### config.mk
export PLATFORM = sky130hd
export DESIGN_NAME = stereo_mix_core
export DESIGN_NICKNAME = d
export VERILOG_FILES = /design/src/rtl/stereo_mix_pkg.sv /design/src/rtl/mix_cfg_regs.sv /design/src/rtl/mix_side.sv /design/src/rtl/stereo_mix_core.sv
export SDC_FILE = /design/constraint.sdc
export NUM_CORES = 1
export LEC_CHECK = 0
export ABC_AREA = 1
export CAP_MARGIN = 20
export CORE_MARGIN = 1.5
export CORE_UTILIZATION = 38
export CTS_CLUSTER_SIZE = 10
export DETAILED_ROUTE_END_ITERATION = 10
export PLACE_DENSITY_LB_ADDON = 0.15
export SLEW_MARGIN = 5
export SYNTH_ARGS = -nofsm -noshare
export SYNTH_HDL_FRONTEND = slang
export SYNTH_SLANG_ARGS = --single-unit
export TNS_END_PERCENT = 30
### constraint.sdc
create_clock -name clk -period 2.54 [get_ports clk]
set_input_delay 0.381 -clock clk [delete_from_list [all_inputs] [get_ports clk]]
set_output_delay 0.381 -clock clk [all_outputs]
set_load 0.02 [all_outputs]
### src/rtl/stereo_mix_pkg.sv
package stereo_mix_pkg;
   typedef enum logic {
      SEL_LEVEL = 1'b0,
      SEL_ROUTE = 1'b1
   } cfg_sel_e;

   localparam int NUM_SIDES  = 2;
   localparam int VOL_STRIDE = 4;
endpackage

### src/rtl/mix_cfg_regs.sv
module mix_cfg_regs
   import stereo_mix_pkg::*;
#(
   parameter int CFG_W = 8
) (
   input  logic             clk,
   input  logic             rst_n,
   input  logic             we,
   input  logic             sel,
   input  logic [CFG_W-1:0] wdata,
   output logic [CFG_W-1:0] level_q,
   output logic [CFG_W-1:0] route_q
);
   cfg_sel_e sel_e;
   assign sel_e = cfg_sel_e'(sel);

   always_ff @(posedge clk or negedge rst_n) begin
      if (!rst_n) begin
         level_q <= '0;
         route_q <= '0;
      end else if (we) begin
         if (sel_e == SEL_LEVEL) level_q <= wdata;
         else                    route_q <= wdata;
      end
   end

   // registers move only on a write
   assert_cfg_stable_R8 : assert property (@(posedge clk) disable iff (!rst_n)
      !we |=> ($stable(level_q) && $stable(route_q)));
endmodule

### src/rtl/mix_side.sv
module mix_side #(
   parameter int NUM_CH = 4,
   parameter int SAMP_W = 4,
   parameter int VOL_W  = 3
) (
   input  logic                     clk,
   input  logic                     rst_n,
   input  logic                     stb,
   input  logic                     en,
   input  logic [VOL_W-1:0]         vol,
   input  logic [NUM_CH-1:0]        mask,
   input  logic [NUM_CH*SAMP_W-1:0] samp,
   output logic [SAMP_W-1:0]        out
);
   localparam int SHIFT = (NUM_CH > 1) ? $clog2(NUM_CH) : 0;
   localparam int SUM_W = SAMP_W + SHIFT;

   logic [SUM_W-1:0] term [NUM_CH];
   logic [SUM_W-1:0] acc;
   logic             side_on;

   for (genvar i = 0; i < NUM_CH; i++) begin : g_term
      assign term[i] = mask[i] ? SUM_W'(samp[i*SAMP_W +: SAMP_W]) : '0;
   end

   always_comb begin
      acc = '0;
      for (int i = 0; i < NUM_CH; i++) acc = acc + term[i];
   end

   assign side_on = en && (vol != '0);

   always_ff @(posedge clk or negedge rst_n) begin
      if (!rst_n)   out <= '0;
      else if (stb) out <= side_on ? SAMP_W'(acc >> SHIFT) : '0;
   end

   assert_hold_R7 : assert property (@(posedge clk) disable iff (!rst_n)
      !stb |=> $stable(out));
   assert_master_off_R5 : assert property (@(posedge clk) disable iff (!rst_n)
      (stb && !en) |=> (out == '0));
   assert_vol_zero_R6 : assert property (@(posedge clk) disable iff (!rst_n)
      (stb && (vol == '0)) |=> (out == '0));
   assert_no_route_R3 : assert property (@(posedge clk) disable iff (!rst_n)
      (stb && (mask == '0)) |=> (out == '0));
endmodule

### src/rtl/stereo_mix_core.sv
module stereo_mix_core
   import stereo_mix_pkg::*;
#(
   parameter int NUM_CH = 4,
   parameter int SAMP_W = 4,
   parameter int VOL_W  = 3,
   parameter int CFG_W  = 2 * NUM_CH
) (
   input  logic                     clk,
   input  logic                     rst_n,
   input  logic                     snd_en,
   input  logic                     samp_stb,
   input  logic                     cfg_we,
   input  logic                     cfg_sel,
   input  logic [CFG_W-1:0]         cfg_wdata,
   input  logic [NUM_CH*SAMP_W-1:0] ch_samp,
   output logic [SAMP_W-1:0]        out_left,
   output logic [SAMP_W-1:0]        out_right
);
   if (NUM_CH < 1) $error("NUM_CH must be at least 1");
   if (VOL_W < 1 || VOL_W > VOL_STRIDE) $error("VOL_W out of range");
   if (CFG_W < 2 * NUM_CH || CFG_W < VOL_STRIDE + VOL_W) $error("CFG_W too narrow");

   logic [CFG_W-1:0]  level_q, route_q;
   logic [SAMP_W-1:0] side_out [NUM_SIDES];

   mix_cfg_regs #(.CFG_W(CFG_W)) i_regs (
      .clk(clk), .rst_n(rst_n), .we(cfg_we), .sel(cfg_sel),
      .wdata(cfg_wdata), .level_q(level_q), .route_q(route_q)
   );

   for (genvar s = 0; s < NUM_SIDES; s++) begin : g_side
      mix_side #(.NUM_CH(NUM_CH), .SAMP_W(SAMP_W), .VOL_W(VOL_W)) i_side (
         .clk(clk), .rst_n(rst_n), .stb(samp_stb), .en(snd_en),
         .vol(level_q[s*VOL_STRIDE +: VOL_W]),
         .mask(route_q[s*NUM_CH +: NUM_CH]),
         .samp(ch_samp), .out(side_out[s])
      );
   end

   assign out_left  = side_out[0];
   assign out_right = side_out[1];

   // a write without a strobe leaves both outputs alone
   assert_write_no_effect_R8 : assert property (@(posedge clk) disable iff (!rst_n)
      (cfg_we && !samp_stb) |=> ($stable(out_left) && $stable(out_right)));
endmodule

Word level (Yosys, flattened, before mapping)
Index checks and enable logic that the tools add are counted.
- $add $sub $neg: 6
- mux-type cells: 10
- bitwise gates (word level): 1
- reductions and logical operators: 6
- operator list (cell ; count):
    $mux W4 ; 10
    $add A6 B6 Y6 ; 6
    $reduce_bool A3 Y1 ; 2
    $reduce_and A2 Y1 ; 2
    $logic_and A1 B1 Y1 ; 2
    $not A1 Y1 ; 1
- register bits: 23
- input bits: 30
- output and inout bits: 8

Depth between registers and ports, before layout
Gate-level depths: netlist of the first run.
- depth in word-level cells: 5
- mapped depth: 14
- gate-level depth less buffers: 14

Hierarchy
From an unflattened synthesis of the first run, not the netlist that was laid out.
- cell total of the unflattened synthesis: 236
- area, all modules: 1858.0 um^2
- by module, submodules not included (module ; instances ; cells each ; area an instance (um^2) ; seq. area each (um^2)):
    mix_cfg_regs ; 1 ; 70 ; 663.1 ; 400.4
    mix_side (g_side[1].i_side) ; 1 ; 83 ; 601.8 ; 100.1
    mix_side (g_side[0].i_side) ; 1 ; 83 ; 593.1 ; 100.1

Least setup slack after synthesis of the first run
No wires, ideal clock.
- kind: register -> register
- start: reg i_regs.route_q[7]
- end: reg g_side[1].i_side.out[3]
- library setup time: 76 ps
- arrival time: 2401 ps
- data required time: 2464 ps
- slack: 63 ps
- cell stages (with the launch flop): 14
- buffers on the path: 0
- clock period less this slack: 2477 ps
- cells stage by stage: dfrtp_1 > nand2_1 > inv_1 > fa_1 > fa_1 > inv_1 > nor2_4 > nand2_1 > fa_1 > inv_1 > nand2_1 > nand2_1 > a21oi_1 > o21ai_1
- cells in the longest elaborated chain, start to end: 3
- RTL lines (item ; RTL line ; RTL):
    start: declaration ; mix_cfg_regs.sv:12 ; output logic [CFG_W-1:0] route_q
    start signal: assignment ; mix_cfg_regs.sv:23 ; else route_q <= wdata;
    $mux W4 ; mix_side.sv:23 ; assign term[i] = mask[i] ? SUM_W'(samp[i*SAMP_W +: SAMP_W]) : '0;
    $add A6 B6 Y6 ; mix_side.sv:28 ; for (int i = 0; i < NUM_CH; i++) acc = acc + term[i];
    $mux W4 ; mix_side.sv:35 ; else if (stb) out <= side_on ? SAMP_W'(acc >> SHIFT) : '0;
    end signal: assignment ; mix_side.sv:35 ;
    end: declaration ; mix_side.sv:13 ; output logic [SAMP_W-1:0] out
No other way between the ends.
A chain may end at the register's enable or synchronous reset.

Worst setup path after layout of the first run
- start: reg i_regs.route_q[7]
- end: reg g_side[1].i_side.out[2]
The elaborated chain is that of the path after synthesis.

==> impl_metrics.toml, run 1 <==
[routing]
dr.pass1.iters = 4
finalWirelength_mm = 3.41
viasPerCell = 4.37
antenna_left = 0
drc_errors = 0
wl_per_cell_um = 10.6
num_vias = 1413
drt_iter0_drc = 59

[timing]
finalHoldViolCount = 0
finalSetupViolCount = 1
fmax_mhz = 389
slew_violations = 0
rsz0062_at_grt = "yes"
worst_pin_slew_ns = 0.431
finalCritPeriodShare_pct = 101
skew_ns = 0.00839
period_minus_slack_ns = 2.57
slew_headroom_pct = 71.2
setup_ws_ns = -0.0285

[setup_path]
start_kind = "register"
rr_worst_depth = 15
cp_max_fo = 5
end_kind = "register"
reg2reg_from = "i_regs.route_q[7]"
critPathRequiredTime_ns = 2.71
worst-setup-path-type = "reg -> reg"
reg2reg_to = "g_side[1].i_side.out[2]"
critPathArrivalTime_ns = 2.73
reg2reg_setup_slack_ns = -0.03

[status]
violations = "negative setup slack"
status = "complete, but fails checks"

[global_route]
grt_pass1_wl_mm = 6.25
grt_pass1_vias = 1399
gr-total-overflow = 0
gr-usage-all-layers_pct = 16.2
grt_max_degree = 23
antenna_found_initial = 0

[placement]
io_buffers = 37
placed_cell_area_mm2 = 0.00216
place_congestion = 0.831
hpwl_mm = 2.81
pre_cts_slack_ns = -0.495

[die]
die_w_um = 69.7
pin_count = 38
die_h_um = 69.7
start_util_pct = 39.1
core_area_mm2 = 0.00432
rows = 24
die_area_mm2 = 0.00486

[pwr]
vdd_drop_max_v = 0.000318
powerDensity_mw_per_mm2 = 594
leakage_nw = 1.30

[flow_run]
maxCapViolations = 0

[clock_tree]
clock-sinks = 22
cts-root-buf = "clkbuf_8"
htreeDepth = 1
cts_tree = "done"
cts_buffer_depth = 2
insertion_delay_ns = 0.27
clk_pin_slew_ns = 0.09
hold_buffers = 0
numCtsBuffers = 3

[logic_synthesis]
yosysTopAreaCell = "dfrtp_1"
ys_types = 16
synth_nets = 271
synth_seq_cells = 22
synth.area.top_cells = "dfrtp_1 (33%), fa_1 (19%), nand2_1 (16%), inv_1 (14%), o21ai_1 (5.3%)"
syn_area_mm2 = 0.00169
yosysTopAreaCellShare_pct = 32.5
ys_seq_area_share_pct = 32.5
synth_cells = 219
syn_area_per_cell_um2 = 7.73
ys.warnings.count = 0

[final_layout]
syn2layout_area_growth_pct = 38.3
utilization_pct = 54.1
final_nets = 324
n_antenna_cell = 0
mostFrequentLayoutCells = "nand2_1 (64), inv_1 (50), clkdlybuf4s50_1 (29), o21ai_1 (18), dfrtp_1 (17)"
drive_above_1_share_pct = 20.3
final_common_cell = "nand2_1"
design_area_mm2 = 0.00234

[hold_path]
hold_path_class = "in -> async"
worst max path at each step:
| stage | end | startpoint | slack (ns) | cells after the start |
|---|---|---|---|---|
| 2_1_floorplan | g_side[1].i_side.out[3] | i_regs.route_q[7] | 0.06 | 13 |
| 3_3_place_gp | g_side[0].i_side.out[3] | ch_samp[9] | -0.46 | 14 |
| 3_5_place_dp | g_side[0].i_side.out[3] | ch_samp[9] | -0.50 | 14 |
| 4_1_cts | g_side[1].i_side.out[3] | i_regs.route_q[5] | -0.02 | 13 |
| 5_1_grt | g_side[1].i_side.out[3] | i_regs.route_q[7] | -0.16 | 13 |
| 6_report | g_side[1].i_side.out[2] | i_regs.route_q[7] | -0.03 | 15 |
cells by family (layout without fill, tap and decap cells):
| kind of cell | count (synthesis) | count (layout) | synth area share, % |
|---|---|---|---|
| AND/OR/NAND/NOR | 83 | 83 | 20.3 |
| buffers and inverters | 66 | 118 | 14.9 |
| AO/OA/AOI/OAI | 24 | 24 | 7.54 |
| adder cells (fa/ha/maj) | 22 | 22 | 23.4 |
| flip-flops | 22 | 22 | 32.5 |
| multiplexers | 2 | 2 | 1.33 |
state kept, by name (all words and copies together), names as in the netlist:
signal             flops
g_side.i_side.out      8
i_regs.route_q         8
i_regs.level_q         6
cell type report:
type | count | area [um2]
Clock buffer | 3 | 41.3
Clock inverter | 1 | 30.0
Fill cell | 429 | 1980
Inverter | 64 | 240
Multi-Input combinational cell | 131 | 946
Sequential cell | 22 | 557
Tap cell | 52 | 65.1
Timing Repair Buffer | 50 | 462
worst max-delay path, stage by stage (launching register included):
cell and delay, ns:
dfrtp_2 0.45, buf_4 0.14, nand2_1 0.04, inv_1 0.05
fa_1 0.53, inv_1 0.05, fa_1 0.49, inv_2 0.05
ha_4 0.27, nand2_1 0.07, inv_2 0.05, nand3_2 0.06
nand2_1 0.06, nand2_1 0.05, nand3_1 0.06, nand2_1 0.05
timing repair:
item	CTS	global route
gates resized for setup	20	17
pin swaps	15	16
hold endpoints to repair	0	0
setup endpoints to repair	8	8
buffers inserted	3	4
per-stage QoR:
stage	hold WS (ns)	TNS [ns]	power, W	std cells
2_1_floorplan	0.0854	0	0.000792	219
3_3_place_gp	0.468	-3.15	0.000982	312
3_5_place_dp	0.469	-3.27	0.000987	312
4_1_cts	0.470	-0.0480	0.00137	319
5_1_grt	0.488	-0.623	0.00150	323
6_report	0.457	-0.0285	0.00139	323
cells in the mapped netlist:
cell / n
inv_2: 3
fa_1: 16
a21oi_1: 4
nor2_1: 4
nand3_2: 2
buf_2: 1
a21oi_2: 2
inv_1: 61
o21ai_1: 18
nand3_1: 4
nor2_4: 2
ha_1: 6
dfrtp_1: 22
nand2_1: 71
mux2_1: 2
buf_4: 1
metal layers:
layer	vias to the layer above	part of all wire (%)	track usage, %
met3	5	3.8	3.20
li1	741	-	-
met4	0	1.4	5.13
met5	-	0	0
met1	635	48	21.9
met2	32	47	26.4
report_power, final:
group	total [W]	switching (W)	internal, W
registers	0.000447	0.0000438	0.000403
logic	0.000609	0.000315	0.000295
clock network	0.000334	0.000123	0.000211
(Power assumes the default switching activity.)
==> run 2: changes to the inputs <==
--- a/config.mk
+++ b/config.mk
@@ -11,9 +11,8 @@
 export CORE_UTILIZATION = 38
 export CTS_CLUSTER_SIZE = 10
 export DETAILED_ROUTE_END_ITERATION = 10
+export DONT_BUFFER_PORTS = 1
 export PLACE_DENSITY_LB_ADDON = 0.15
-export SLEW_MARGIN = 5
 export SYNTH_ARGS = -nofsm -noshare
 export SYNTH_HDL_FRONTEND = slang
 export SYNTH_SLANG_ARGS = --single-unit
-export TNS_END_PERCENT = 30
==> impl_metrics.toml, run 2 (same netlist as run 1, synthesis figures left out) <==
[status]
status = "complete, but fails checks"
violations = "negative setup slack"

[die]
die_h_um = 69.7
pin_count = 38
die_area_mm2 = 0.00486
start_util_pct = 39.1
rows = 24
die_w_um = 69.7
core_area_mm2 = 0.00432

[setup_path]
cp_max_fo = 5
slowest_delay_ns = 0.56
critPathArrivalTime_ns = 2.77
worst-setup-path-type = "reg -> reg"
crit_path_cell_trace = "nand2_2 > inv_2 > fa_1 > inv_2 > fa_2 > buf_6 > fa_2 > inv_2 > nand2_2 > nand2_2 > a21oi_2 > o21ai_1"
end_kind = "register"
start_kind = "register"
critPathRequiredTime_ns = 2.73
worst_path_max_delay_cell = "fa_1"

[clock_tree]
cts_tree = "done"
insertion_delay_ns = 0.26
clk_pin_slew_ns = 0.08
cts_buffer_depth = 2
numCtsBuffers = 3
cts-root-buf = "clkbuf_8"
htreeDepth = 1
clock-sinks = 22

[hold_path]
hold_path_class = "in -> reg"

[global_route]
grt_max_degree = 23
grt_pass1_vias = 1311
gr-total-overflow = 0
grt_pass1_wl_mm = 6.24
antenna_found_initial = 0
gr-usage-all-layers_pct = 16.4

[placement]
placed_cell_area_mm2 = 0.00179
io_buffers = 0
place_congestion = 0.748
dp.cells = 275
hpwl_mm = 2.92

[routing]
drc_errors = 0
finalWirelength_mm = 3.71
viasPerCell = 4.47
num_vias = 1295
drt_iter0_drc = 34
wl_per_cell_um = 12.8
antenna_left = 0
dr.pass1.iters = 4

[timing]
period_minus_slack_ns = 2.58
worst_pin_slew_ns = 0.438
finalSetupViolCount = 1
skew_ns = 0.00564
slew_headroom_pct = 70.7
slew_violations = 0
setup_ws_ns = -0.0412
finalHoldViolCount = 0
fmax_mhz = 387
rsz0062_at_grt = "yes"
finalCritPeriodShare_pct = 102

[final_layout]
n_antenna_cell = 0
reg.largest.list = "g_side.i_side.out x8, i_regs.route_q x8, i_regs.level_q x6"
final_cells = 290
final_common_cell = "nand2_1"
final_nets = 291
mostFrequentLayoutCells = "nand2_1 (63), inv_1 (47), dfrtp_1 (20), o21ai_1 (18), inv_2 (17)"
syn2layout_area_growth_pct = 20.6
drive_above_1_share_pct = 26.1
design_area_mm2 = 0.00204

[pwr]
leakage_nw = 1.16
vdd_drop_max_v = 0.000289
powerDensity_mw_per_mm2 = 662
finalPower_w = 0.00135

[flow_run]
maxCapViolations = 0
run 2: changes by cell type in the layout (fill, tap and decap cells not counted), moves of 2 or more:
cell,previous run,this run
clkdlybuf4s50_1,29,0
dlygate4sd2_1,7,0
dfrtp_1,17,20
dfrtp_2,5,2
inv_1,50,47
inv_2,14,17
a21oi_1,3,1
a21oi_2,3,5
run 2: worst paths after layout:
path / startpoint / end / slack (ns) / cells past startpoint
worst max-delay path: i_regs.route_q[1] / g_side[0].i_side.out[3] / -0.04 / 12
worst min-delay path: cfg_wdata[7] / i_regs.route_q[7] / 0.24 / 1
worst max register to register: i_regs.route_q[1] / g_side[0].i_side.out[3] / -0.04 / 12
worst min register to register: i_regs.level_q[0] / i_regs.level_q[0] / 0.50 / 2
max in group asynchronous: rst_n / i_regs.route_q[1] / 1.82 / 2
min in group asynchronous: rst_n / i_regs.route_q[7] / 0.56 / 2
run 2: timing repair:
action	in CTS	in global routing
setup endpoints to repair	6	8
pin swaps	12	23
gates resized for setup	5	29
cloned	0	0
hold buffers	2	0
hold endpoints to repair	22	0
setup buffers	4	5
run 2: critical path: cells and delay by family (launching register included):
family | cells | cell delay, ns
AND/OR/NAND/NOR | 3 | 0.21
flip-flops | 1 | 0.45
adder cells (fa/ha/maj) | 3 | 1.40
buffers and inverters | 4 | 0.30
AO/OA/AOI/OAI | 2 | 0.16
run 2: through the flow:
stage | utilization, % | TNS [ns] | hold WS (ns) | setup slack [ns]
after CTS | 45.2 | -0.00664 | 0.234 | -0.00587
after detailed placement | 41.4 | -0.237 | 0.0859 | -0.0886
after global routing | 47.2 | -0.476 | 0.224 | -0.135
final | 47.2 | -0.0412 | 0.241 | -0.0412
after floorplan | - | 0 | 0.0854 | 0.0630
after global placement | 41.4 | -0.124 | 0.0859 | -0.0511
run 2: area by class of cell:
cell class / instances / area [um2]
clock inverter: 1 / 30.0
clock buffer: 3 / 41.3
inverter: 64 / 240
multi-input combinational: 131 / 966
tap: 52 / 65.1
fill: 470 / 2280
timing repair buffer: 17 / 146
sequential: 22 / 553
run 2: where the power goes:
group / leakage [nW] / internal [W] / switching, W / total (W)
sequential: 0.278 / 0.000402 / 0.0000735 / 0.000476
combinational: 0.844 / 0.000258 / 0.000291 / 0.000549
clock: 0.0357 / 0.000211 / 0.000116 / 0.000327
total: 1.16 / 0.000871 / 0.000480 / 0.00135
run 2: layer usage:
metal	up-vias	track usage (%)	wire length (um)
met5	-	0	0
met4	0	3.21	20
met3	2	5.38	218
met2	32	26.0	1770
met1	589	22.4	1700
li1	672	-	-
==> run 3: changes to the inputs <==
--- a/config.mk
+++ b/config.mk
@@ -12,7 +12,7 @@
 export CTS_CLUSTER_SIZE = 10
 export DETAILED_ROUTE_END_ITERATION = 10
 export DONT_BUFFER_PORTS = 1
-export PLACE_DENSITY_LB_ADDON = 0.15
+export PLACE_DENSITY = 0.58
 export SYNTH_ARGS = -nofsm -noshare
 export SYNTH_HDL_FRONTEND = slang
 export SYNTH_SLANG_ARGS = --single-unit
==> impl_metrics.toml, run 3 (same netlist as run 1, synthesis figures left out) <==
[setup_path]
critPathRequiredTime_ns = 2.71
worst_path_max_delay_cell = "fa_1"
cp_max_fo = 5
critPathArrivalTime_ns = 2.70
worst_path_most_repeated_cell = "nand2_1"
slowest_delay_ns = 0.57
worst-setup-path-type = "reg -> reg"
start_kind = "register"
end_kind = "register"
rr_worst_depth = 14
crit_path_cell_trace = "nand2_1 > inv_2 > fa_1 > inv_2 > fa_1 > inv_1 > ha_1 > nand2_1 > inv_2 > nand3_2 > nand2_1 > nand2_1 > nand3_1 > nand2_1"

[timing]
finalHoldViolCount = 0
hold_slack_ns = 0.242
rsz0062_at_grt = "yes"
worst_pin_slew_ns = 0.463
slew_headroom_pct = 69.1
finalCritPeriodShare_pct = 99.7
slew_violations = 0
finalSetupViolCount = 0
period_minus_slack_ns = 2.53
skew_ns = 0.00465
fmax_mhz = 395

[die]
pin_count = 38
core_area_mm2 = 0.00432
die_w_um = 69.7
start_util_pct = 39.1
die_h_um = 69.7
rows = 24
die_area_mm2 = 0.00486

[final_layout]
n_antenna_cell = 0
reg.largest.list = "g_side.i_side.out x8, i_regs.route_q x8, i_regs.level_q x6"
syn2layout_area_growth_pct = 16.1
final_nets = 286
drive_above_1_share_pct = 22.7
design_area_mm2 = 0.00197
fillers = 471
final_common_cell = "nand2_1"
mostFrequentLayoutCells = "nand2_1 (67), inv_1 (46), dfrtp_1 (20), inv_2 (18), o21ai_1 (17)"

[pwr]
powerDensity_mw_per_mm2 = 631
switching_share_pct = 37.7
p_comb_share_pct = 41.1
pwr-share-clk_pct = 20.4
power_switching_w = 0.000468
p_int_w = 0.000773
vdd_drop_max_v = 0.000252
seq_power_share_pct = 38.5
leakage_nw = 1.12
finalPower_w = 0.00124

[global_route]
gr-total-overflow = 0
grt_pass1_wl_mm = 5.90
grt_max_degree = 23
gr-usage-all-layers_pct = 15.6
antenna_found_initial = 0
grt_pass1_vias = 1313

[clock_tree]
insertion_delay_ns = 0.27
cts_buffer_depth = 2
cts_tree = "done"
cts-root-buf = "clkbuf_8"
numCtsBuffers = 3
htreeDepth = 1
clk_pin_slew_ns = 0.08
clock-sinks = 22

[routing]
dr.pass1.iters = 4
viasPerCell = 4.62
drc_errors = 0
antenna_left = 0
num_vias = 1316
wl_per_cell_um = 12.4
drt_iter0_drc = 30
finalWirelength_mm = 3.54

[flow_run]
maxCapViolations = 0

[placement]
io_buffers = 0
place_congestion = 0.850
hpwl_mm = 2.98
placed_cell_area_mm2 = 0.00178

[hold_path]
hold_path_class = "in -> reg"
min_delay_path_depth = 1

[status]
status = "finished, final reports clean"
[run 3: routing by layer]
| layer | share of wire (%) | vias to the layer above | track usage [%] |
|---|---|---|---|
| met5 | 0 | - | 0 |
| met4 | 1.1 | 0 | 3.85 |
| met3 | 8.1 | 5 | 6.69 |
| met2 | 48 | 35 | 26.6 |
| met1 | 43 | 613 | 18.2 |
| li1 | - | 663 | - |
[run 3: area by class of cell]
cell class | instances | area, um2 | area share [%]
tap | 52 | 65.1 | 3.31
sequential | 22 | 553 | 28.1
timing repair buffer | 12 | 100 | 5.09
clock buffer | 4 | 55.1 | 2.80
multi-input combinational | 131 | 952 | 48.4
inverter | 64 | 240 | 12.2
[run 3: worst paths after layout]
kind | from | endpoint | slack, ns
worst max-delay path | i_regs.route_q[1] | g_side[0].i_side.out[2] | 0.008
worst min-delay path | cfg_wdata[7] | i_regs.route_q[7] | 0.24
worst max register to register | i_regs.route_q[1] | g_side[0].i_side.out[2] | 0.008
worst min register to register | i_regs.level_q[4] | i_regs.level_q[4] | 0.50
max in group asynchronous | rst_n | i_regs.route_q[6] | 1.75
min in group asynchronous | rst_n | g_side[1].i_side.out[0] | 0.38
[run 3: worst max-delay path: cells and delay by family (launching register included)]
kind	cells	cell delay (ns)
buffers and inverters	4	0.20
flip-flops	1	0.44
adder cells (fa/ha/maj)	3	1.38
AND/OR/NAND/NOR	7	0.43
[run 3: power groups by stage]
stage,clock network (W),registers (W),logic [W]
3_5_place_dp,0,0.000485,0.000406
2_1_floorplan,0,0.000469,0.000323
3_3_place_gp,0,0.000484,0.000395
5_1_grt,0.000274,0.000486,0.000586
6_report,0.000253,0.000478,0.000509
4_1_cts,0.000265,0.000478,0.000456
[run 3: timing repair]
item                                   CTS  global route
pin swaps                               10            25
cloned                                   0             0
buffers inserted                         2             3
gates resized for setup                  9            20
setup endpoints to repair                6             8
endpoints found under the hold margin   22             0
hold buffers                             1             0
[run 3: through the flow]
step / setup WS, ns / TNS, ns / utilization [%] / instances
2_1_floorplan: 0.0630 / 0 / - / 219
3_3_place_gp: -0.0591 / -0.112 / 41.2 / 274
3_5_place_dp: -0.100 / -0.245 / 41.2 / 274
4_1_cts: 0.00267 / 0 / 44.0 / 281
5_1_grt: -0.121 / -0.418 / 45.5 / 285
6_report: 0.00806 / 0 / 45.5 / 285
